===== src/rtl/i2c_tgt_pkg.sv =====
package i2c_tgt_pkg;
  typedef enum logic [2:0] {
    ST_IDLE,
    ST_ADDR,
    ST_PTR_HI,
    ST_PTR_LO,
    ST_WDATA,
    ST_RDATA,
    ST_WAIT
  } tgt_state_e;
endpackage


===== src/rtl/i2c_line_sync.sv =====
module i2c_line_sync #(
  parameter int STAGES = 2
) (
  input  logic clk_i,
  input  logic rst_ni,
  input  logic scl_i,
  input  logic sda_i,
  output logic scl_o,
  output logic sda_o,
  output logic scl_rise_o,
  output logic scl_fall_o,
  output logic start_o,
  output logic stop_o
);
  logic [STAGES-1:0] scl_q, sda_q;
  logic scl_p, sda_p;

  always_ff @(posedge clk_i or negedge rst_ni) begin
    if (!rst_ni) begin
      scl_q <= '1;
      sda_q <= '1;
      scl_p <= 1'b1;
      sda_p <= 1'b1;
    end else begin
      scl_q <= {scl_q[STAGES-2:0], scl_i};
      sda_q <= {sda_q[STAGES-2:0], sda_i};
      scl_p <= scl_q[STAGES-1];
      sda_p <= sda_q[STAGES-1];
    end
  end

  assign scl_o      = scl_q[STAGES-1];
  assign sda_o      = sda_q[STAGES-1];
  assign scl_rise_o = scl_o & ~scl_p;
  assign scl_fall_o = ~scl_o & scl_p;
  // SDA edges with SCL high on both samples
  assign start_o    = scl_o & scl_p & sda_p & ~sda_o;
  assign stop_o     = scl_o & scl_p & ~sda_p & sda_o;
endmodule


===== src/rtl/i2c_reg_bank.sv =====
module i2c_reg_bank #(
  parameter int DEPTH = 16,
  localparam int IDX_W = $clog2(DEPTH)
) (
  input  logic             clk_i,
  input  logic             rst_ni,
  input  logic             we_i,
  input  logic [IDX_W-1:0] waddr_i,
  input  logic [7:0]       wdata_i,
  input  logic [IDX_W-1:0] raddr_i,
  output logic [7:0]       rdata_o
);
  logic [7:0] mem_q [DEPTH];

  always_ff @(posedge clk_i or negedge rst_ni) begin
    if (!rst_ni) begin
      for (int i = 0; i < DEPTH; i++) mem_q[i] <= 8'h00;
    end else if (we_i) begin
      mem_q[waddr_i] <= wdata_i;
    end
  end

  assign rdata_o = mem_q[raddr_i];
endmodule


===== src/rtl/i2c_regfile_target.sv =====
module i2c_regfile_target
  import i2c_tgt_pkg::*;
#(
  parameter logic [6:0] DEV_ADDR = 7'h50,
  parameter int         DEPTH    = 16
) (
  input  logic clk_i,
  input  logic rst_ni,
  input  logic scl_i,
  input  logic sda_i,
  input  logic wide_ptr_i,
  output logic sda_drive_low_o
);
  localparam int IDX_W = $clog2(DEPTH);

  logic scl_s, sda_s, scl_rise, scl_fall, start_det, stop_det;
  tgt_state_e state_q;
  logic [3:0]       bit_cnt_q;
  logic [6:0]       shreg_q;
  logic [7:0]       tx_q, ptr_hi_q, new_byte, rd_data;
  logic [15:0]      ptr_full;
  logic [IDX_W-1:0] ptr_q;
  logic             ack_q, sda_oe_q, wr_en;

  i2c_line_sync #(.STAGES(2)) u_sync (
    .clk_i, .rst_ni, .scl_i, .sda_i,
    .scl_o(scl_s), .sda_o(sda_s), .scl_rise_o(scl_rise), .scl_fall_o(scl_fall),
    .start_o(start_det), .stop_o(stop_det)
  );

  assign new_byte = {shreg_q, sda_s};
  assign ptr_full = {ptr_hi_q, new_byte};
  assign wr_en    = scl_rise && (bit_cnt_q == 4'd7) && (state_q == ST_WDATA);

  i2c_reg_bank #(.DEPTH(DEPTH)) u_bank (
    .clk_i, .rst_ni, .we_i(wr_en), .waddr_i(ptr_q), .wdata_i(new_byte),
    .raddr_i(ptr_q), .rdata_o(rd_data)
  );

  always_ff @(posedge clk_i or negedge rst_ni) begin
    if (!rst_ni) begin
      state_q   <= ST_IDLE;
      bit_cnt_q <= '0;
      shreg_q   <= '0;
      tx_q      <= '0;
      ptr_hi_q  <= '0;
      ptr_q     <= '0;
      ack_q     <= 1'b0;
      sda_oe_q  <= 1'b0;
    end else if (start_det) begin
      state_q   <= ST_ADDR;
      bit_cnt_q <= '0;
      ack_q     <= 1'b0;
      sda_oe_q  <= 1'b0;
    end else if (stop_det) begin
      state_q   <= ST_IDLE;
      bit_cnt_q <= '0;
      ack_q     <= 1'b0;
      sda_oe_q  <= 1'b0;
    end else if (scl_rise && state_q != ST_IDLE) begin
      if (bit_cnt_q != 4'd8) begin
        shreg_q   <= new_byte[6:0];
        bit_cnt_q <= bit_cnt_q + 4'd1;
        if (bit_cnt_q == 4'd7) begin
          unique case (state_q)
            ST_ADDR: begin
              if (new_byte[7:1] == DEV_ADDR) begin
                ack_q    <= 1'b1;
                ptr_hi_q <= '0;
                if (new_byte[0])     state_q <= ST_RDATA;
                else if (wide_ptr_i) state_q <= ST_PTR_HI;
                else                 state_q <= ST_PTR_LO;
              end else begin
                state_q <= ST_WAIT;
              end
            end
            ST_PTR_HI: begin
              ptr_hi_q <= new_byte;
              ack_q    <= 1'b1;
              state_q  <= ST_PTR_LO;
            end
            ST_PTR_LO: begin
              ptr_q   <= IDX_W'(ptr_full);
              ack_q   <= 1'b1;
              state_q <= ST_WDATA;
            end
            ST_WDATA: begin
              ptr_q <= ptr_q + IDX_W'(1);
              ack_q <= 1'b1;
            end
            default: ;
          endcase
        end
      end else begin
        bit_cnt_q <= '0;
        // controller NACK on a read byte ends output
        if (state_q == ST_RDATA && sda_s) state_q <= ST_WAIT;
      end
    end else if (scl_fall && state_q != ST_IDLE) begin
      if (bit_cnt_q == 4'd8) begin
        sda_oe_q <= ack_q;
        ack_q    <= 1'b0;
      end else if (state_q == ST_RDATA) begin
        if (bit_cnt_q == 4'd0) begin
          tx_q     <= {rd_data[6:0], 1'b0};
          sda_oe_q <= ~rd_data[7];
          ptr_q    <= ptr_q + IDX_W'(1);
        end else begin
          tx_q     <= {tx_q[6:0], 1'b0};
          sda_oe_q <= ~tx_q[7];
        end
      end else begin
        sda_oe_q <= 1'b0;
      end
    end
  end

  assign sda_drive_low_o = sda_oe_q;


  drive_only_scl_low_chk: assert property (@(posedge clk_i) disable iff (!rst_ni)
    (scl_s && $past(scl_s)) |-> $stable(sda_oe_q));

  idle_released_chk: assert property (@(posedge clk_i) disable iff (!rst_ni)
    (state_q == ST_IDLE) |-> !sda_drive_low_o);

  ignore_released_chk: assert property (@(posedge clk_i) disable iff (!rst_ni)
    (state_q == ST_WAIT) |-> !sda_drive_low_o);

  ptr_advance_chk: assert property (@(posedge clk_i) disable iff (!rst_ni)
    wr_en |=> (ptr_q == $past(ptr_q) + IDX_W'(1)));

  start_rearm_chk: assert property (@(posedge clk_i) disable iff (!rst_ni)
    start_det |=> (state_q == ST_ADDR && bit_cnt_q == 4'd0 && !sda_oe_q));
endmodule


===== config.mk =====
export PLATFORM = sky130hd
export DESIGN_NAME = i2c_regfile_target
export DESIGN_NICKNAME = d
export VERILOG_FILES = /design/src/rtl/i2c_tgt_pkg.sv /design/src/rtl/i2c_line_sync.sv /design/src/rtl/i2c_reg_bank.sv /design/src/rtl/i2c_regfile_target.sv
export SDC_FILE = /design/constraint.sdc
export NUM_CORES = 1
export LEC_CHECK = 0
export ABC_AREA = 1
export BUFFER_PORTS_ARGS = -buffer_cell sky130_fd_sc_hd__buf_2
export CAP_MARGIN = 15
export CORE_ASPECT_RATIO = 1.25
export CORE_MARGIN = 4
export CORE_UTILIZATION = 33
export DETAILED_ROUTE_END_ITERATION = 12
export SYNTH_ARGS = -nofsm -noshare
export SYNTH_HDL_FRONTEND = slang
export SYNTH_SLANG_ARGS = --single-unit

===== constraint.sdc =====
create_clock -name clk_i -period 2.3 [get_ports clk_i]
set_clock_uncertainty 0.05 [all_clocks]
set_input_delay 0.23 -clock clk_i [delete_from_list [all_inputs] [get_ports clk_i]]
set_output_delay 0.23 -clock clk_i [all_outputs]
set_load 0.01 [all_outputs]

# After elaboration in Yosys (flattened, before gate mapping)

Index checks and enable logic that the tools add are counted.
Widths: inputs -> output; s select.

Add/sub/neg operators: 2
Muxes and demuxes: 45
Order comparisons: 2
Eq/ne operators: 20
Bitwise logic cells: 18
Reduce and logical (&&, ||, !) cells: 23

Operators by type and width:

| operator            | count |
|---|---|
| $bwmux 128          | 1 |
| $mux 4              | 11 |
| $bmux 8 s4          | 1 |
| $demux 8 s4         | 1 |
| $mux 8              | 4 |
| $mux 3              | 8 |
| $mux 1              | 16 |
| $ne 4x4->1 const B  | 3 |
| $reduce_and 6->1    | 2 |
| $reduce_bool 4->1   | 3 |
| $not 1->1           | 10 |
| $pmux 3 s3          | 1 |
| $reduce_and 9->1    | 1 |
| $reduce_bool 3->1   | 3 |
| $add 4x1->4 const B | 2 |
| $pmux 4 s2          | 1 |
| $reduce_and 4->1    | 2 |
| $and 1x1->1         | 7 |
| $eq 7x7->1 const B  | 1 |
| $eq 3x2->1 const B  | 2 |
| $eq 3x3->1 const B  | 2 |
| $logic_and 1x1->1   | 6 |
| $ne 6x3->1 const B  | 1 |
| $reduce_bool 2->1   | 3 |
| 17 further kinds    | 18 |

Output and inout port bits: 1
Register bits: 162
Logic and storage cells: 137
Bits of input ports: 5

# Depth between registers and ports, before layout

Word-level depth: 12
Mapped depth: 11
Mapped depth without buffers: 10

# Modules after synthesis

Synthesis repeated with hierarchy kept, for this count alone.

Cells, all modules: 1,073
Area total of the unflattened synthesis: 8,119.0 um^2

By module, submodules not included:

| module             | cells each | instances | area an instance (um^2) | seq. area each (um^2) |
|---|---|---|---|---|
| i2c_reg_bank       | 850        | 1         | 6,271.0                 | 3,203.1 |
| i2c_regfile_target | 206        | 1         | 1,649.1                 | 675.6 |
| i2c_line_sync      | 17         | 1         | 198.9                   | 157.7 |

# Worst setup path after synthesis

OpenSTA, ideal clock, no wires.

Path type: register -> register
Start point: reg ptr_q[0]
End point: reg u_bank.mem_q[47] (netlist name)
Stages on the path, launching flop included: 9
Clock period less this slack: 2,132 ps
Buffers on the path: 3
Data arrival time: 1,948 ps
Path slack: 168 ps
Data required time: 2,117 ps
Library setup time: 133 ps
Cells stage by stage: dfrtp_1 inv_1 clkbuf_1 clkbuf_1 ha_1 nand3_1 buf_2 nand2_1 o21ai_0

Cells in the longest elaborated chain, start to end: 6
Elaborated cells between the ends (all ways): 7
Classes of those cells: 2 x order compare; 3 x mux; 1 x bitwise; 1 x reduce/logical

RTL lines:

| item                                                           | line                      | text |
|---|---|---|
| from (decl)                                                    | i2c_regfile_target.sv:22  | `logic [IDX_W-1:0] ptr_q;` |
| from (signal assigned)                                         | i2c_regfile_target.sv:83  | `ptr_q <= IDX_W'(ptr_full);` |
| from (signal assigned)                                         | i2c_regfile_target.sv:88  | `ptr_q <= ptr_q + IDX_W'(1);` |
| from (signal assigned)                                         | i2c_regfile_target.sv:107 | `ptr_q <= ptr_q + IDX_W'(1);` |
| $not 4->5 (not written as such) (*)                            | i2c_reg_bank.sv:19        | `mem_q[waddr_i] <= wdata_i;` |
| $ge 5x5->1 (not written as such) or $lt 5x1->1 (tied branches) | i2c_reg_bank.sv:19        |  |
| $logic_and 1x1->1 (not written as such)                        | i2c_reg_bank.sv:19        |  |
| $mux 8 (not written as such)                                   | i2c_reg_bank.sv:19        |  |
| $demux 8 s4 (*)                                                | i2c_reg_bank.sv:19        |  |
| $bwmux 128 (*)                                                 | i2c_reg_bank.sv:19        |  |
| to (signal, indexed assignment)                                | i2c_reg_bank.sv:19        |  |
| to (decl)                                                      | i2c_reg_bank.sv:13        | `logic [7:0] mem_q [DEPTH];` |

Mark *: on every way between the ends. The rest lies on a longest branch, timed or not.
A chain may end at the register's enable or synchronous reset.

# Final worst setup path

Start point: reg bit_cnt_q[0]
End point: reg u_bank.mem_q[93] (netlist name)

Cells in the longest elaborated chain, start to end: 3

RTL lines:

| item                            | line                     | text |
|---|---|---|
| from (decl)                     | i2c_regfile_target.sv:18 | `logic [3:0] bit_cnt_q;` |
| from (signal assigned)          | i2c_regfile_target.sv:63 | `bit_cnt_q <= bit_cnt_q + 4'd1;` |
| $eq 4x3->1                      | i2c_regfile_target.sv:33 | `assign wr_en = scl_rise && (bit_cnt_q == 4'd7) && (state_q == ST_WDATA);` |
| $logic_and 1x1->1 (2 in series) | i2c_regfile_target.sv:33 |  |

No other way between the ends.

==> metrics.csv <==
stage,metric,value,unit
outcome,status,"complete, no violations",
placement,Port Buf Inserts,5,
clock_tree,CTS root buf,clkbuf_16,
yosys,sequential area share after synthesis,0.532,
setup_path,Worst EP required,2.53,ns
job,Max Cap Viol,0,
power,LEAKAGE,3.88,nW
yosys,"EDFF count, synth",0,
power,pwr dens,1050,nW/um2
clock_tree,H-tree depth,4,
placement,GPL Wtd Cong,0.831,
grt,busiest grt layer,met2,
yosys,most common library cells after synthesis,"nand2_1, o21ai_0, dfrtp_1, nor2_1, inv_1",
yosys,ys async rst share,1.00,
sta,Final period util,0.868,
grt,largest net degree at the start of global routing,65,
grt,met3 usage,0.0240,
power,Worst IR Drop VDD,691,uV
routing,vias per cell,4.98,
yosys,Yosys cell types,28,
grt,met2 Use GR,0.274,
placement,Post-Place Cells,1175,
yosys,syn nets,919,
power,Reg power frac,0.342,
setup_path,CP Max Fanout,16,
yosys,"top cells by area, synth","dfrtp_1, o21ai_0, nand2_1",
routing,post-route DRC violation count,0,
yosys,synthesized flop and latch total,161,
grt,first-pass GRT wire length,32500,um
yosys,synthesized area per cell,8.35,um2
layout,Fill cells,2339,
yosys,dominant cell type by area after synthesis,dfrtp_1,
clock_tree,TritonCTS buffer count,17,
power,sw power,3.52,mW
power,switch share,0.389,
setup_path,Worst setup SP type,register,
floorplan,# IOs,6,
power,Internal Power,5.53,mW
grt,gr usage total,0.163,
placement,Post-DP Area,7970,um2
floorplan,Core Region,22400,um2
clock_tree,clock slew at reported path FFs,0.07,ns
floorplan,Die Width,144,um
floorplan,die area,25500,um2
layout,layout cells sized above 1,0.0982,
setup_path,CP Class,register to register,
setup_path,worst path arrival time,2.22,ns
floorplan,# rows,61,
layout,# diodes,0,
power,post-route total power,9.05,mW
sta,Final Hold Fails,0,
sta,count of pins over their slew limit,0,
grt,routing usage on met1,0.212,
sta,Setup Total Neg Slack,0,ns
clock_tree,CTS tree,built,
routing,Post-Route WL,19400,um
clock_tree,clock buffer depth,2,
clock_tree,CTS sink cnt,161,
placement,Final HPWL DP,12700,um
grt,number of global-route vias before repair,5992,
layout,Util after Layout,0.383,
sta,Slew headroom,0.553,
yosys,Post-Syn Instances,908,
layout,Final Net Count,925,
routing,routed vias,6026,
yosys,most frequent cell after synthesis,nand2_1,
routing,Post-DRT Antenna Nets,0,
layout,final cell count without fillers,1210,
yosys,Yosys top cell area share,0.512,
layout,post-route cell area,8600,um2
yosys,Syn Std Cell Area,7580,um2
min_path,Hold/Removal Path Class,input port to register,
setup_path,Crit. End Element,register,
yosys,Ys Warns,0,
power,combinational fraction of design power,0.342,
sta,Max Fclk,0.501,GHz
routing,Routed WL per cell,16.0,um
sta,RSZ-0062 raised after global routing,false,
floorplan,initial core utilization,0.338,
grt,grt ovf,0,
layout,Layout area overhead,13.4,%
yosys,most common flop cell mapped by yosys,dfrtp_1,
routing,drt pass-1 iters,6,
clock_tree,clk_lat worst skew,0.43,ns
power,Clk pwr share,0.316,
sta,Final setup viols,0,
grt,initial antenna violation count,0,
routing,Initial DRC Count,460,
sta,fin crit period,2.00,ns
floorplan,DIE HEIGHT,177,um
sta,Slew @ Worst Pin,0.669,ns
==> power groups by stage <==
| stage | logic [mW] | registers, mW | clock network, mW |
|---|---|---|---|
| 3_5_place_dp | 3.09 | 3.15 | 0 |
| 2_1_floorplan | 1.93 | 3.09 | 0 |
| 6_report | 3.09 | 3.10 | 2.86 |
| 4_1_cts | 3.11 | 3.10 | 2.93 |
| 3_3_place_gp | 3.10 | 3.15 | 0 |
| 5_1_grt | 3.45 | 3.12 | 3.06 |
==> layout by cell type, fill, tap and decap left out <==
| cell type | instances |
|---|---|
| or2_2 | 1 |
| clkbuf_16 | 17 |
| xor2_1 | 3 |
| dfrtp_2 | 1 |
| clkinv_2 | 1 |
| a31oi_1 | 1 |
| buf_4 | 28 |
| clkinv_4 | 4 |
| dlygate4sd3_1 | 3 |
| o21ai_1 | 8 |
| nand2_1 | 242 |
| nand4_1 | 3 |
| nand3_1 | 29 |
| o21ai_0 | 210 |
| xnor2_1 | 1 |
| clkinvlp_4 | 1 |
| nand3_4 | 10 |
| nor3_1 | 2 |
| o211ai_1 | 2 |
| nor2_2 | 1 |
| buf_6 | 1 |
| inv_1 | 51 |
| a21oi_1 | 9 |
| dfrtp_1 | 154 |
| o22ai_1 | 26 |
| clkinv_1 | 1 |
| bufinv_16 | 2 |
| inv_6 | 7 |
| ha_1 | 6 |
| buf_2 | 4 |
| buf_12 | 5 |
| dfstp_2 | 6 |
| a211oi_1 | 1 |
| inv_2 | 1 |
| nor3_4 | 1 |
| nor2_1 | 84 |
==> repair_timing <==
action	CTS	global route
hold endpoints to repair	44	0
hold buffers	3	0
gates resized for setup	0	0
setup buffers	0	0
==> cell families (layout without fill, tap and decap cells) <==
group,count (synthesis),count (layout),synth area share
buf+inv,107,126,0.0668
compound gates,257,257,0.175
fa+ha+maj,6,6,0.00990
xor+xnor,4,4,0.00462
simple gates,373,373,0.211
flops,161,161,0.532
==> final timing paths <==
path,start,to,slack [ns],depth (start not counted)
setup / recovery,bit_cnt_q[0],u_bank.mem_q[93],0.30,8
hold / removal,wide_ptr_i,state_q[0],0.17,6
setup reg to reg,bit_cnt_q[0],u_bank.mem_q[93],0.30,8
hold reg to reg,u_sync.sda_q[0],u_sync.sda_q[1],0.31,0
max in group asynchronous,rst_ni,u_sync.sda_p,1.22,3
min in group asynchronous,rst_ni,u_bank.mem_q[94],0.24,2
==> critical path, cell delays in order (launching register included) <==
cell     delay [ns]
dfrtp_1        0.41
ha_1           0.21
nand3_1        0.21
nor3_4         0.29
buf_12         0.22
nand3_1        0.09
buf_4          0.21
nand2_1        0.07
o21ai_0        0.08
==> per-layer routing <==
metal,part of all wire,wire (um)
met3,0.021,400
met1,0.46,8860
met5,0,0
met4,0.025,484
met2,0.50,9650
==> sequential cells by signal, indices dropped and copies added (netlist names) <==
register and flops:
ack_q 1, tx_q 7, u_sync.scl_p 1, ptr_q 4, u_bank.mem_q 128, bit_cnt_q 4, u_sync.sda_q 2, state_q 3
shreg_q 7, u_sync.scl_q 2, u_sync.sda_p 1, sda_drive_low_o 1
==> stage by stage <==
step	setup WS [ns]	hold slack, ns
detailed placement	0.318	0.130
floorplan	0.168	-0.116
global route	0.168	0.250
global placement	0.335	0.134
finish	0.304	0.173
CTS	0.304	0.151
==> cell type report <==
cell class	instances	area, um2	area share
clock inverters	15	169	0.0197
clock buffers	17	425	0.0495
well taps	283	354	0.0412
inverters	53	199	0.0231
flip-flops and latches	161	4040	0.470
repair buffers	41	372	0.0432
multi-input cells	640	3040	0.354
Note: power is estimated with default switching activity, not from simulation.
